--- src/rtl/bitop_pkg.sv ---
// Package bitop_pkg
// Shared types for the bit manipulation unit: operation codes, the
// sequencer states and the decoded control bundle.
// Assumes the op code field is three bits wide.
package bitop_pkg;

    // Operation codes carried in the opcode word
    typedef enum logic [2:0] {
        OP_SET  = 3'd0,
        OP_CLR  = 3'd1,
        OP_PUTZ = 3'd2,
        OP_PUTV = 3'd3,
        OP_TSET = 3'd4,
        OP_TCLR = 3'd5,
        OP_RSV6 = 3'd6,
        OP_RSV7 = 3'd7
    } bop_e;

    // Sequencer states
    typedef enum logic [2:0] {
        ST_IDLE  = 3'd0,
        ST_FETCH = 3'd1,
        ST_READ  = 3'd2,
        ST_MOD   = 3'd3,
        ST_WRITE = 3'd4,
        ST_FIN   = 3'd5
    } bst_e;

    // Source of the value written into the selected bit
    typedef enum logic [1:0] {
        SRC_ZERO = 2'd0,
        SRC_ONE  = 2'd1,
        SRC_Z    = 2'd2,
        SRC_V    = 2'd3
    } bsrc_e;

    // Decoded control for one operation
    typedef struct packed {
        logic  wr;    // operation writes the byte back
        logic  tst;   // operation reports a test result
        logic  tpol;  // test is true when the bit equals this value
        bsrc_e src;   // value placed into the bit on a write
    } bctl_t;

endpackage

--- src/rtl/bitop_decode.sv ---
// Module bitop_decode
// Splits the opcode word into a bit index and a control bundle.
// Purely combinational. Reserved codes decode to "read only, no test".
// Assumes op_word[IW-1:0] is the index and op_word[IW+2:IW] is the code.
module bitop_decode
    import bitop_pkg::*;
#(
    parameter int IW = 3
) (
    input  logic [IW+2:0] op_word,
    output logic [IW-1:0] idx,
    output bctl_t         ctl
);

    bop_e code;

    assign idx  = op_word[IW-1:0];
    assign code = bop_e'(op_word[IW+2:IW]);

    // Map the operation code to its control bundle
    always_comb begin
        ctl = '{wr: 1'b0, tst: 1'b0, tpol: 1'b0, src: SRC_ZERO};
        case (code)
            OP_SET:  begin ctl.wr = 1'b1; ctl.src = SRC_ONE;  end
            OP_CLR:  begin ctl.wr = 1'b1; ctl.src = SRC_ZERO; end
            OP_PUTZ: begin ctl.wr = 1'b1; ctl.src = SRC_Z;    end
            OP_PUTV: begin ctl.wr = 1'b1; ctl.src = SRC_V;    end
            OP_TSET: begin ctl.tst = 1'b1; ctl.tpol = 1'b1;   end
            OP_TCLR: begin ctl.tst = 1'b1; ctl.tpol = 1'b0;   end
            default: ctl = '{wr: 1'b0, tst: 1'b0, tpol: 1'b0, src: SRC_ZERO};
        endcase
    end

endmodule

--- src/rtl/bitop_alu.sv ---
// Module bitop_alu
// Replaces one bit of a byte and extracts the same bit for testing.
// Combinational. One multiplexer per bit lane, built with generate.
// Assumes idx < DW.
module bitop_alu #(
    parameter int DW = 8,
    localparam int IW = $clog2(DW)
) (
    input  logic [DW-1:0] rd_byte,
    input  logic [IW-1:0] idx,
    input  logic          new_bit,
    output logic [DW-1:0] wr_byte,
    output logic          sel_bit
);

    // One lane per bit: take new_bit in the selected lane, else keep the old bit
    for (genvar g = 0; g < DW; g++) begin : g_lane
        assign wr_byte[g] = (idx == IW'(g)) ? new_bit : rd_byte[g];
    end

    // Bit under test
    assign sel_bit = rd_byte[idx];

endmodule

--- src/rtl/bitop_fsm.sv ---
// Module bitop_fsm
// Sequencer: idle -> fetch address word -> read -> modify -> (write) -> finish.
// A start is taken in idle or in the finish cycle, which allows back-to-back
// operations. Assumes data-memory read data arrives one cycle after the address.
module bitop_fsm
    import bitop_pkg::*;
(
    input  logic clk,
    input  logic rst_n,
    input  logic start,
    input  logic aw_valid,
    input  logic wr_op,
    output bst_e state,
    output logic accept
);

    bst_e nxt;

    // Start is taken when idle or when the previous operation is finishing
    assign accept = start && ((state == ST_IDLE) || (state == ST_FIN));

    // Next-state selection
    always_comb begin
        nxt = state;
        case (state)
            ST_IDLE:  nxt = accept ? ST_FETCH : ST_IDLE;
            ST_FETCH: nxt = aw_valid ? ST_READ : ST_FETCH;
            ST_READ:  nxt = ST_MOD;
            ST_MOD:   nxt = wr_op ? ST_WRITE : ST_FIN;
            ST_WRITE: nxt = ST_FIN;
            ST_FIN:   nxt = accept ? ST_FETCH : ST_IDLE;
            default:  nxt = ST_IDLE;
        endcase
    end

    // State register with synchronous reset
    always_ff @(posedge clk) begin
        if (!rst_n) state <= ST_IDLE;
        else        state <= nxt;
    end

endmodule

--- src/rtl/bitop_unit.sv ---
// Module bitop_unit (top)
// Direct bit manipulation unit. It fetches an absolute address word, reads
// the byte, and either writes it back with one bit replaced (set, clear,
// Z, V) or reports a bit test. Status flags are sampled when the start is
// accepted and are never modified. Assumes a synchronous data memory with
// one cycle of read latency.
module bitop_unit
    import bitop_pkg::*;
#(
    parameter int DW = 8,
    parameter int AW = 8,
    localparam int IW = $clog2(DW)
) (
    input  logic          clk,
    input  logic          rst_n,
    input  logic          start,
    input  logic [IW+2:0] op_word,
    input  logic          z_flag,
    input  logic          v_flag,
    output logic          aw_req,
    input  logic          aw_valid,
    input  logic [AW-1:0] aw_data,
    output logic [AW-1:0] dm_addr,
    input  logic [DW-1:0] dm_rdata,
    output logic [DW-1:0] dm_wdata,
    output logic          dm_we,
    output logic          busy,
    output logic          done,
    output logic          test_true
);

    bst_e          state;
    logic          accept;
    logic [IW-1:0] dec_idx;
    bctl_t         dec_ctl;

    logic [IW-1:0] idx_q;
    bctl_t         ctl_q;
    logic          z_q, v_q;
    logic [AW-1:0] addr_q;
    logic [DW-1:0] wbyte_q;
    logic          tres_q;
    logic          wr_q;

    logic          new_bit;
    logic [DW-1:0] mod_byte;
    logic          sel_bit;

    bitop_decode #(.IW(IW)) u_dec (
        .op_word (op_word),
        .idx     (dec_idx),
        .ctl     (dec_ctl)
    );

    bitop_fsm u_fsm (
        .clk      (clk),
        .rst_n    (rst_n),
        .start    (start),
        .aw_valid (aw_valid),
        .wr_op    (ctl_q.wr),
        .state    (state),
        .accept   (accept)
    );

    bitop_alu #(.DW(DW)) u_alu (
        .rd_byte (dm_rdata),
        .idx     (idx_q),
        .new_bit (new_bit),
        .wr_byte (mod_byte),
        .sel_bit (sel_bit)
    );

    // Value to place into the selected bit
    always_comb begin
        case (ctl_q.src)
            SRC_ONE: new_bit = 1'b1;
            SRC_Z:   new_bit = z_q;
            SRC_V:   new_bit = v_q;
            default: new_bit = 1'b0;
        endcase
    end

    // Capture the operation and the flags when a start is accepted
    always_ff @(posedge clk) begin
        if (!rst_n) begin
            idx_q <= '0;
            ctl_q <= '{wr: 1'b0, tst: 1'b0, tpol: 1'b0, src: SRC_ZERO};
            z_q   <= 1'b0;
            v_q   <= 1'b0;
        end else if (accept) begin
            idx_q <= dec_idx;
            ctl_q <= dec_ctl;
            z_q   <= z_flag;
            v_q   <= v_flag;
        end
    end

    // Capture the address word during the fetch phase
    always_ff @(posedge clk) begin
        if (!rst_n)                              addr_q <= '0;
        else if (state == ST_FETCH && aw_valid) addr_q <= aw_data;
    end

    // Capture the modified byte and the test result in the modify phase
    always_ff @(posedge clk) begin
        if (!rst_n) begin
            wbyte_q <= '0;
            tres_q  <= 1'b0;
        end else if (state == ST_MOD) begin
            wbyte_q <= mod_byte;
            tres_q  <= ctl_q.tst & (sel_bit == ctl_q.tpol);
        end
    end

    // Write intent of the operation in flight, seen by the checker
    assign wr_q = ctl_q.wr;

    // Port drive
    assign aw_req    = (state == ST_FETCH);
    assign dm_addr   = addr_q;
    assign dm_wdata  = wbyte_q;
    assign dm_we     = (state == ST_WRITE);
    assign done      = (state == ST_FIN);
    assign busy      = (state != ST_IDLE) && (state != ST_FIN);
    assign test_true = done & tres_q;

endmodule

--- config.mk ---
export PLATFORM = sky130hd
export DESIGN_NAME = bitop_unit
export DESIGN_NICKNAME = d
export VERILOG_FILES = /design/src/rtl/bitop_pkg.sv /design/src/rtl/bitop_decode.sv /design/src/rtl/bitop_alu.sv /design/src/rtl/bitop_fsm.sv /design/src/rtl/bitop_unit.sv
export SDC_FILE = /design/constraint.sdc
export NUM_CORES = 1
export LEC_CHECK = 0
export BUFFER_PORTS_ARGS = -buffer_cell sky130_fd_sc_hd__buf_2
export CAP_MARGIN = 10
export CORE_MARGIN = 3
export CORE_UTILIZATION = 37
export DETAILED_ROUTE_END_ITERATION = 16
export PLACE_DENSITY = 0.73
export SLEW_MARGIN = 20
export SYNTH_ARGS = -nofsm -noshare
export SYNTH_HDL_FRONTEND = slang
export SYNTH_HIERARCHICAL = 1
export SYNTH_SLANG_ARGS = --single-unit
export TNS_END_PERCENT = 30
--- constraint.sdc ---
create_clock -name clk -period 4.55 [get_ports clk]
set_input_delay 0 -clock clk [delete_from_list [all_inputs] [get_ports clk]]
set_output_delay 0 -clock clk [all_outputs]
set_load 0.03 [all_outputs]
==> flow_metrics.env, run 1 <==
export IMPL_status="finished clean"
export IMPL_cts_buffer_depth=2
export IMPL_die_y_um=71.7
export IMPL_final_setup_worst_slack_ns=2.72
export IMPL_ys_flop_type="dfxtp_1"
export IMPL_timing_fmax_ghz=0.547
export IMPL_hold_path_class="in -> reg"
export IMPL_synth_compound_area_frac=0.0744
export IMPL_p_leak_nw=0.896
export IMPL_drc_errors=0
export IMPL_wl_per_cell_um=11.9
export IMPL_drt_vias_per_instance=4.78
export IMPL_ctsRootBufferMaster="clkbuf_8"
export IMPL_ant_nets=0
export IMPL_r2r_worst_path_cells=5
export IMPL_ir_drop_mv=0.179
export IMPL_cap_violations=0
export IMPL_path_clk_slew_ns=0.07
export IMPL_hold_violations=0
export IMPL_cp_arrival_ns=2.01
export IMPL_place_congestion=0.695
export IMPL_drtIter0Drc=52
export IMPL_rsz0062_at_grt="no"
export IMPL_finalInstanceArea_mm2=0.00203
export IMPL_yosys_area_share_adder=0
export IMPL_postCtsSetupBuffers=0
export IMPL_dp_hpwl_um=2190
export IMPL_regArea_um2=601
export IMPL_start_util=0.391
export IMPL_fillers=395
export IMPL_dpl_cell_area_mm2=0.00181
export IMPL_required_ns=4.73
export IMPL_cts_resized=0
export IMPL_fin_nets=251
export IMPL_grt_pass1_wl_um=5470
export IMPL_finalWirelength_um=3260
export IMPL_syn_area_mm2=0.00160
export IMPL_min_period_ns=1.83
export IMPL_h_tree_depth=2
export IMPL_synth_edf_count=0
export IMPL_cts_tree="done"
export IMPL_skew_ns=0.00569
export IMPL_place_ws_ns=2.72
export IMPL_core_area_mm2=0.00409
export IMPL_antenna_found_initial=0
export IMPL_grt_pass1_vias=1257
export IMPL_power_density_mw_per_mm2=313
export IMPL_worstMarginPinSlew_ns=0.703
export IMPL_dr_pass1_iters=4
export IMPL_multi_input_area_um2=880
export IMPL_synthCells=168
export IMPL_min_period_over_period=0.402
export IMPL_whs_path_depth=4
export IMPL_synth_xor_xnor_area_share=0.0164
export IMPL_synth_top_family_by_area="simple AND/OR/NAND/NOR gates"
export IMPL_finalMaxSlewViolations=0
export IMPL_crit_type="reg -> reg"
export IMPL_io_buffers=48
export IMPL_die_w_um=71.7
export IMPL_cp_start_kind="register"
export IMPL_crit_fanout=14
export IMPL_grt_usage=0.137
export IMPL_syn_area_per_cell_um2=9.51
export IMPL_area_growth_pct=27.1
export IMPL_max_slew_margin=0.532
export IMPL_synthDistinctLibCells=38
export IMPL_via_count=1309
export IMPL_synth_simple_area_share=0.254
export IMPL_clk_latency_ns=0.29
export IMPL_ys_warn_count=6
export IMPL_n_antenna_cell=0
export IMPL_seq_area_frac_synth=0.376
export IMPL_cts_buffers=5
export IMPL_num_rows=23
export IMPL_dieArea_mm2=0.00514
export IMPL_holdBufCountCts=13
export IMPL_worstSetupEndpointType="register"
export IMPL_io_pins=49
export IMPL_synthArstFlopShare=0
export IMPL_grt_max_degree=40
export IMPL_drive_above_1_share=0.348
export IMPL_grt_overflow_total=0
export IMPL_synth_seq_cells=30
export IMPL_setup_tns_final_ns=0
export IMPL_clock_sinks=30
export IMPL_setup_viol_count_final=0
export IMPL_synth_area_mux_share=0.200
export IMPL_synthesis_nets=196
-- report_power, final --
group | switching (mW) | internal (mW) | leakage, nW
Combinational | 0.0570 | 0.0575 | 0.605
Sequential | 0.0175 | 0.275 | 0.244
Clock | 0.106 | 0.121 | 0.0472
-- routing by layer --
layer  vias to the layer above  wire length [um]  GRT usage
met1                       585              1490      0.154
met3                         6               231     0.0575
li1                        678                 -          -
met4                         0                46     0.0564
met5                         -                 0          0
met2                        40              1480      0.228
-- final cells by class --
type	count	area share
Clock buffer	6	0.0407
Clock inverter	2	0.00616
Inverter	4	0.00739
Multi-Input combinational cell	120	0.433
Sequential cell	30	0.296
Tap cell	50	0.0308
Timing Repair Buffer	62	0.186
-- sequential cells by signal (all words and copies together), names as in the netlist --
register,count
wr_q,1
v_q,1
u_fsm/state,3
tres_q,1
ctl_q,4
dm_wdata,8
idx_q,3
z_q,1
dm_addr,8
-- cells in the mapped netlist (2+ instances only) --
library cell  count  share of area
dfxtp_1          30           0.38
nor2b_1          19          0.074
mux2i_1          18           0.11
nand2_1          15          0.035
o21ai_0           8          0.025
buf_4             7          0.033
nand3_1           7          0.022
mux2_2            6          0.042
nor2_1            6          0.014
inv_1             4         0.0094
nand3_2           4          0.025
a21oi_1           3         0.0094
mux2_1            3          0.021
nand2b_1          3          0.012
nand3b_1          3          0.014
nor3_1            3         0.0094
and2_1            2         0.0078
buf_2             2         0.0063
buf_6             2          0.014
clkbuf_1          2         0.0047
nor3b_1           2         0.0094
o21ai_2           2          0.011
xor2_1            2          0.011
-- cell usage in the layout, fill, tap and decap left out, types with 3 or more instances in the layout --
master and n:
mux2_2 6, nand3b_1 3, nor2_1 6, dfxtp_1 30
nor2b_1 19, inv_1 4, nand3_1 7, nand2b_1 3
nand3_2 4, o21ai_0 8, dlygate4sd3_1 13, mux2i_1 18
nand2_1 15, buf_2 48, clkbuf_8 6, mux2_1 3
nor3_1 3
-- path summary, 6_finish.rpt --
kind,from,end,slack [ns]
setup / recovery,u_fsm/state[0]$_SDFF_PN0_,idx_q[1]$_SDFFE_PN0P_,2.72
setup reg to reg,u_fsm/state[0]$_SDFF_PN0_,idx_q[1]$_SDFFE_PN0P_,2.72
hold reg to reg,dm_addr[5]$_SDFFE_PN0P_,dm_addr[5]$_SDFFE_PN0P_,0.46
hold / removal,aw_valid,u_fsm/state[0]$_SDFF_PN0_,0.04
-- worst max-delay path, cell delays in order, from the launching register on --
cell and delay [ns]:
dfxtp_1 0.58, nand2b_1 0.18, nand3b_1 0.10, a21oi_2 0.53, mux2i_1 0.26, nor2b_1 0.06
-- cell families (layout without fill, tap and decap cells) --
logic type             after synthesis  count (layout)
AND/OR/NAND/NOR                     69              69
flip-flops                          30              30
multiplexers                        29              29
AO/OA/AOI/OAI                       19              19
buffers and inverters               18              74
XOR/XNOR                             3               3
-- through the flow --
stage / std cells / util / power, mW / hold slack [ns]
2_1_floorplan: 168 / - / 0.381 / 0.121
3_3_place_gp: 253 / 0.441 / 0.404 / 0.216
3_5_place_dp: 253 / 0.442 / 0.405 / 0.219
4_1_cts: 274 / 0.497 / 0.644 / 0.0330
5_1_grt: 274 / 0.497 / 0.667 / 0.0568
6_report: 274 / 0.497 / 0.635 / 0.0411
Note: power is estimated with default switching activity, not from simulation.
==> run 2: changes to the inputs <==
clock period = 1.9 ns   (was 4.55 ns; I/O delays follow)
==> run 2 against run 1 <==
Compared with the run above: sequential cell count is the same; worst hold slack lost 0.036 ns; clock power grew 130%; global-route usage grew 0.43 points; wire length grew 3.0%; total power grew 140%; clock-buffer cell count grew 1; setup slack lost 2.4 ns; clock skew shrank 0.0029 ns.
==> flow_metrics.env, run 2 (synthesis results as in run 1) <==
export IMPL_path_clk_slew_ns=0.06
export IMPL_min_period_ns=1.55
export IMPL_ant_nets=0
export IMPL_setup_tns_final_ns=0
export IMPL_place_ws_ns=0.349
export IMPL_num_rows=23
export IMPL_required_ns=2.10
export IMPL_io_buffers=48
export IMPL_cts_buffers=5
export IMPL_p_leak_nw=0.917
export IMPL_postCtsSetupBuffers=0
export IMPL_via_count=1327
export IMPL_cts_buffer_depth=2
export IMPL_dr_pass1_iters=4
export IMPL_whs_path_depth=3
export IMPL_worstSetupEndpointType="register"
export IMPL_h_tree_depth=2
export IMPL_clk_latency_ns=0.28
export IMPL_crit_type="reg -> reg"
export IMPL_cap_violations=0
export IMPL_mostFrequentLayoutCells="buf_2 (48), dfxtp_1 (30), nor2b_1 (19)"
export IMPL_final_setup_worst_slack_ns=0.351
export IMPL_cts_tree="done"
export IMPL_grt_pass1_wl_um=5660
export IMPL_core_area_mm2=0.00409
export IMPL_antenna_found_initial=0
export IMPL_cp_arrival_ns=1.75
export IMPL_wl_per_cell_um=12.1
export IMPL_place_congestion=0.830
export IMPL_grt_overflow_total=0
export IMPL_ctsRootBufferMaster="clkbuf_8"
export IMPL_power_mw=1.51
export IMPL_hold_path_class="in -> reg"
export IMPL_hold_violations=0
export IMPL_ir_drop_mv=0.351
export IMPL_critPathBufInv=0
export IMPL_io_pins=49
export IMPL_dieArea_mm2=0.00514
export IMPL_finalWirelength_um=3350
export IMPL_cp_depth=5
export IMPL_max_slew_margin=0.532
export IMPL_clock_sinks=30
export IMPL_worstPathCellList="mux4_2, nand2_1, a21oi_1, xor2_1, o31ai_1"
export IMPL_crit_fanout=5
export IMPL_grt_usage=0.141
export IMPL_rsz0062_at_grt="no"
export IMPL_die_y_um=71.7
export IMPL_n_antenna_cell=0
export IMPL_crit_slowest_cell="mux4_2"
export IMPL_path_delay_family="multiplexers"
export IMPL_dp_hpwl_um=2270
export IMPL_timing_fmax_ghz=0.646
export IMPL_drt_vias_per_instance=4.77
export IMPL_min_period_over_period=0.815
export IMPL_holdBufCountCts=12
export IMPL_start_util=0.391
export IMPL_cp_start_kind="register"
export IMPL_cts_resized=0
export IMPL_power_density_mw_per_mm2=738
export IMPL_drive_above_1_share=0.355
export IMPL_status="finished clean"
export IMPL_grt_pass1_vias=1276
export IMPL_grt_max_degree=29
export IMPL_finalMaxSlewViolations=0
export IMPL_setup_viol_count_final=0
export IMPL_whs_ns=0.00501
export IMPL_drtIter0Drc=50
export IMPL_worstMarginPinSlew_ns=0.698
export IMPL_cpPeakStageDelay_ns=0.52
export IMPL_drc_errors=0
export IMPL_skew_ns=0.00280
export IMPL_fin_nets=255
export IMPL_area_growth_pct=28.3
export IMPL_r2r_worst_path_cells=5
export IMPL_layout_commonest_cell="buf_2"
export IMPL_die_w_um=71.7
-- run 2: per-layer routing --
| metal | vias to the layer above | GRT usage | wire (um) |
|---|---|---|---|
| met1 | 592 | 0.167 | 1550 |
| met4 | 0 | 0.0772 | 74 |
| met3 | 7 | 0.0379 | 199 |
| li1 | 691 | - | - |
| met2 | 37 | 0.232 | 1540 |
| met5 | - | 0 | 0 |
-- run 2: worst register-to-register path, cell delays in order, from the launching register on --
cell	delay [ns]
dfxtp_1	0.43
mux4_2	0.52
nand2_1	0.08
a21oi_1	0.08
xor2_1	0.15
o31ai_1	0.20
-- run 2: worst paths after layout --
check,slack [ns],end,from
setup reg to reg,0.35,tres_q$_SDFFE_PN0N_,idx_q[1]$_SDFFE_PN0P_
setup / recovery,0.35,tres_q$_SDFFE_PN0N_,idx_q[1]$_SDFFE_PN0P_
hold reg to reg,0.45,tres_q$_SDFFE_PN0N_,ctl_q[3]$_SDFFE_PN0P_
hold / removal,0.005,idx_q[1]$_SDFFE_PN0P_,op_word[1]
-- run 2: layout make-up --
type                    instances  area, um2
multi-input cells             120        876
well taps                      50       62.6
fillers                       383       2040
flip-flops and latches         30        601
clock buffers                   7       86.3
clock inverters                 1       5.00
repair buffers                 66        405
inverters                       4       15.0
-- run 2: per-stage QoR --
step,util,instances,area (um2)
3_5_place_dp,0.450,258,1840
2_1_floorplan,-,168,1600
6_report,0.502,278,2050
4_1_cts,0.502,278,2050
5_1_grt,0.502,278,2050
3_3_place_gp,0.450,258,1840
-- run 2: power by group --
group / switching (mW) / internal [mW]
clock: 0.236 / 0.292
combinational: 0.151 / 0.145
sequential: 0.0305 / 0.660
total: 0.417 / 1.10
==> run 3: changes to the inputs <==
clock period = 1.44 ns   (was 1.9 ns; I/O delays follow)
==> run 3 against run 2 <==
Compared with the run above: the run now ends with negative setup slack left; design area is 4.1% higher; critical path depth did not move; wire length is 4.5% higher; global-route usage grew 0.84 points; clock skew up 0.0078 ns; fmax rose by 6.6%; register-to-register slack got worse by 0.36 ns; first-iteration DRC count fell by 4.0%; total power up 35%.
==> flow_metrics.env, run 3 (synthesis results as in run 1) <==
export IMPL_status="finished with violations"
export IMPL_violations="negative setup slack"
export IMPL_timing_fmax_ghz=0.688
export IMPL_min_period_over_period=1.01
export IMPL_setup_viol_count_final=1
export IMPL_grt_usage=0.150
export IMPL_antenna_found_initial=0
export IMPL_clock_sinks=30
export IMPL_via_count=1363
export IMPL_min_to="idx_q[1]$_SDFFE_PN0P_"
export IMPL_die_w_um=71.7
export IMPL_cts_buffer_depth=2
export IMPL_cts_tree="done"
export IMPL_start_util=0.391
export IMPL_drtIter0Drc=48
export IMPL_min_period_ns=1.45
export IMPL_cap_violations=0
export IMPL_io_buffers=48
export IMPL_dr_pass1_iters=4
export IMPL_dieArea_mm2=0.00514
export IMPL_fin_nets=262
export IMPL_ir_drop_mv=0.571
export IMPL_reg2reg_to="tres_q$_SDFFE_PN0N_"
export IMPL_die_y_um=71.7
export IMPL_drive_above_1_share=0.413
export IMPL_drc_errors=0
export IMPL_skew_ns=0.0106
export IMPL_drt_vias_per_instance=4.78
export IMPL_grt_max_degree=29
export IMPL_hold_path_class="in -> reg"
export IMPL_worstSetupEndpointType="register"
export IMPL_power_density_mw_per_mm2=955
export IMPL_ctsRootBufferMaster="clkbuf_8"
export IMPL_crit_fanout=4
export IMPL_wl_per_cell_um=12.3
export IMPL_worstHoldStart="op_word[1]"
export IMPL_dpl_cell_area_mm2=0.00189
export IMPL_dp_hpwl_um=2480
export IMPL_area_growth_pct=33.6
export IMPL_r2r_worst_path_cells=5
export IMPL_clk_latency_ns=0.28
export IMPL_h_tree_depth=2
export IMPL_required_ns=1.63
export IMPL_crit_type="reg -> reg"
export IMPL_power_mw=2.04
export IMPL_place_congestion=0.795
export IMPL_core_area_mm2=0.00409
export IMPL_max_slew_margin=0.708
export IMPL_hold_violations=0
export IMPL_finalInstanceArea_mm2=0.00213
export IMPL_setup_tns_final_ns=-0.0132
export IMPL_whs_path_depth=3
export IMPL_finalWirelength_um=3510
export IMPL_grt_pass1_wl_um=6110
export IMPL_finalMaxSlewViolations=0
export IMPL_worstMarginPinSlew_ns=0.437
export IMPL_cp_arrival_ns=1.65
export IMPL_rr_startpoint="idx_q[1]$_SDFFE_PN0P_"
export IMPL_mostFrequentLayoutCells="buf_2 (48), dfxtp_1 (26), nor2b_1 (19)"
export IMPL_num_rows=23
export IMPL_ff2ff_setup_slack_ns=-0.01
export IMPL_n_antenna_cell=0
export IMPL_path_clk_slew_ns=0.07
export IMPL_ant_nets=0
export IMPL_postCtsSetupBuffers=0
export IMPL_cts_buffers=5
export IMPL_final_setup_worst_slack_ns=-0.0132
export IMPL_p_leak_nw=0.959
export IMPL_cp_start_kind="register"
export IMPL_layout_commonest_cell="buf_2"
export IMPL_io_pins=49
export IMPL_grt_overflow_total=0
export IMPL_grt_pass1_vias=1387
export IMPL_rsz0062_at_grt="yes"
==> run 3: cell count changes in the layout (fill, tap and decap cells not counted), sizes merged <==
cell / before / now
buf: 54 / 61
==> run 3: per-stage QoR <==
stage / cells / setup slack, ns / utilization / hold WS [ns]
2_1_floorplan: 168 / 0.0201 / - / 0.121
3_3_place_gp: 265 / -0.0218 / 0.463 / 0.212
3_5_place_dp: 265 / -0.115 / 0.463 / 0.224
4_1_cts: 285 / 0.00130 / 0.517 / 0.0127
5_1_grt: 285 / -0.0973 / 0.522 / 0.0672
6_report: 285 / -0.0132 / 0.522 / 0.0220
==> run 3: where the power goes <==
part           leakage (nW)  total, mW  internal (mW)  switching [mW]
clock network        0.0482      0.706          0.385           0.320
registers             0.246      0.902          0.871          0.0309
logic                 0.665      0.432          0.211           0.221
total                 0.959       2.04           1.47           0.572
==> run 3: worst max-delay path, stage by stage, from the launching register on <==
cell and delay (ns):
dfxtp_4 0.37, mux4_2 0.52, nand2_2 0.08, a21oi_2 0.05, xor2_1 0.14, o31ai_1 0.21
==> run 3: repair_timing <==
| action | in CTS | in global routing |
|---|---|---|
| hold buffers | 12 | 0 |
| gates resized for setup | 3 | 6 |
| pin swaps | 1 | 3 |
| endpoints found under the hold margin | 12 | 0 |
| setup endpoints to repair | 2 | 4 |
==> run 3: how the worst max path moves through the flow <==
stage,start,endpoint,slack (ns),cells past startpoint
floorplan,idx_q[1]$_SDFFE_PN0P_,tres_q$_SDFFE_PN0N_,0.02,5
global placement,idx_q[1]$_SDFFE_PN0P_,tres_q$_SDFFE_PN0N_,-0.02,5
detailed placement,idx_q[1]$_SDFFE_PN0P_,tres_q$_SDFFE_PN0N_,-0.12,5
CTS,idx_q[1]$_SDFFE_PN0P_,tres_q$_SDFFE_PN0N_,0.001,5
global route,idx_q[1]$_SDFFE_PN0P_,tres_q$_SDFFE_PN0N_,-0.1,5
finish,idx_q[1]$_SDFFE_PN0P_,tres_q$_SDFFE_PN0N_,-0.01,5
==> run 3: cell type report <==
| class | instances | area [um2] |
|---|---|---|
| fillers | 405 | 1950 |
| well taps | 50 | 62.6 |
| multi-input cells | 120 | 900 |
| clock buffers | 7 | 86.3 |
| repair buffers | 73 | 458 |
| flip-flops and latches | 30 | 608 |
| clock inverters | 1 | 5.00 |
| inverters | 4 | 15.0 |
==> run 3: layer usage <==
metal | vias to the layer above | wire length, um | share of wire | track usage
met3 | 7 | 226 | 0.064 | 0.0435
met5 | - | 0 | 0 | 0
li1 | 707 | - | - | -
met1 | 610 | 1580 | 0.45 | 0.178
met4 | 0 | 45 | 0.013 | 0.0564
met2 | 39 | 1650 | 0.47 | 0.254
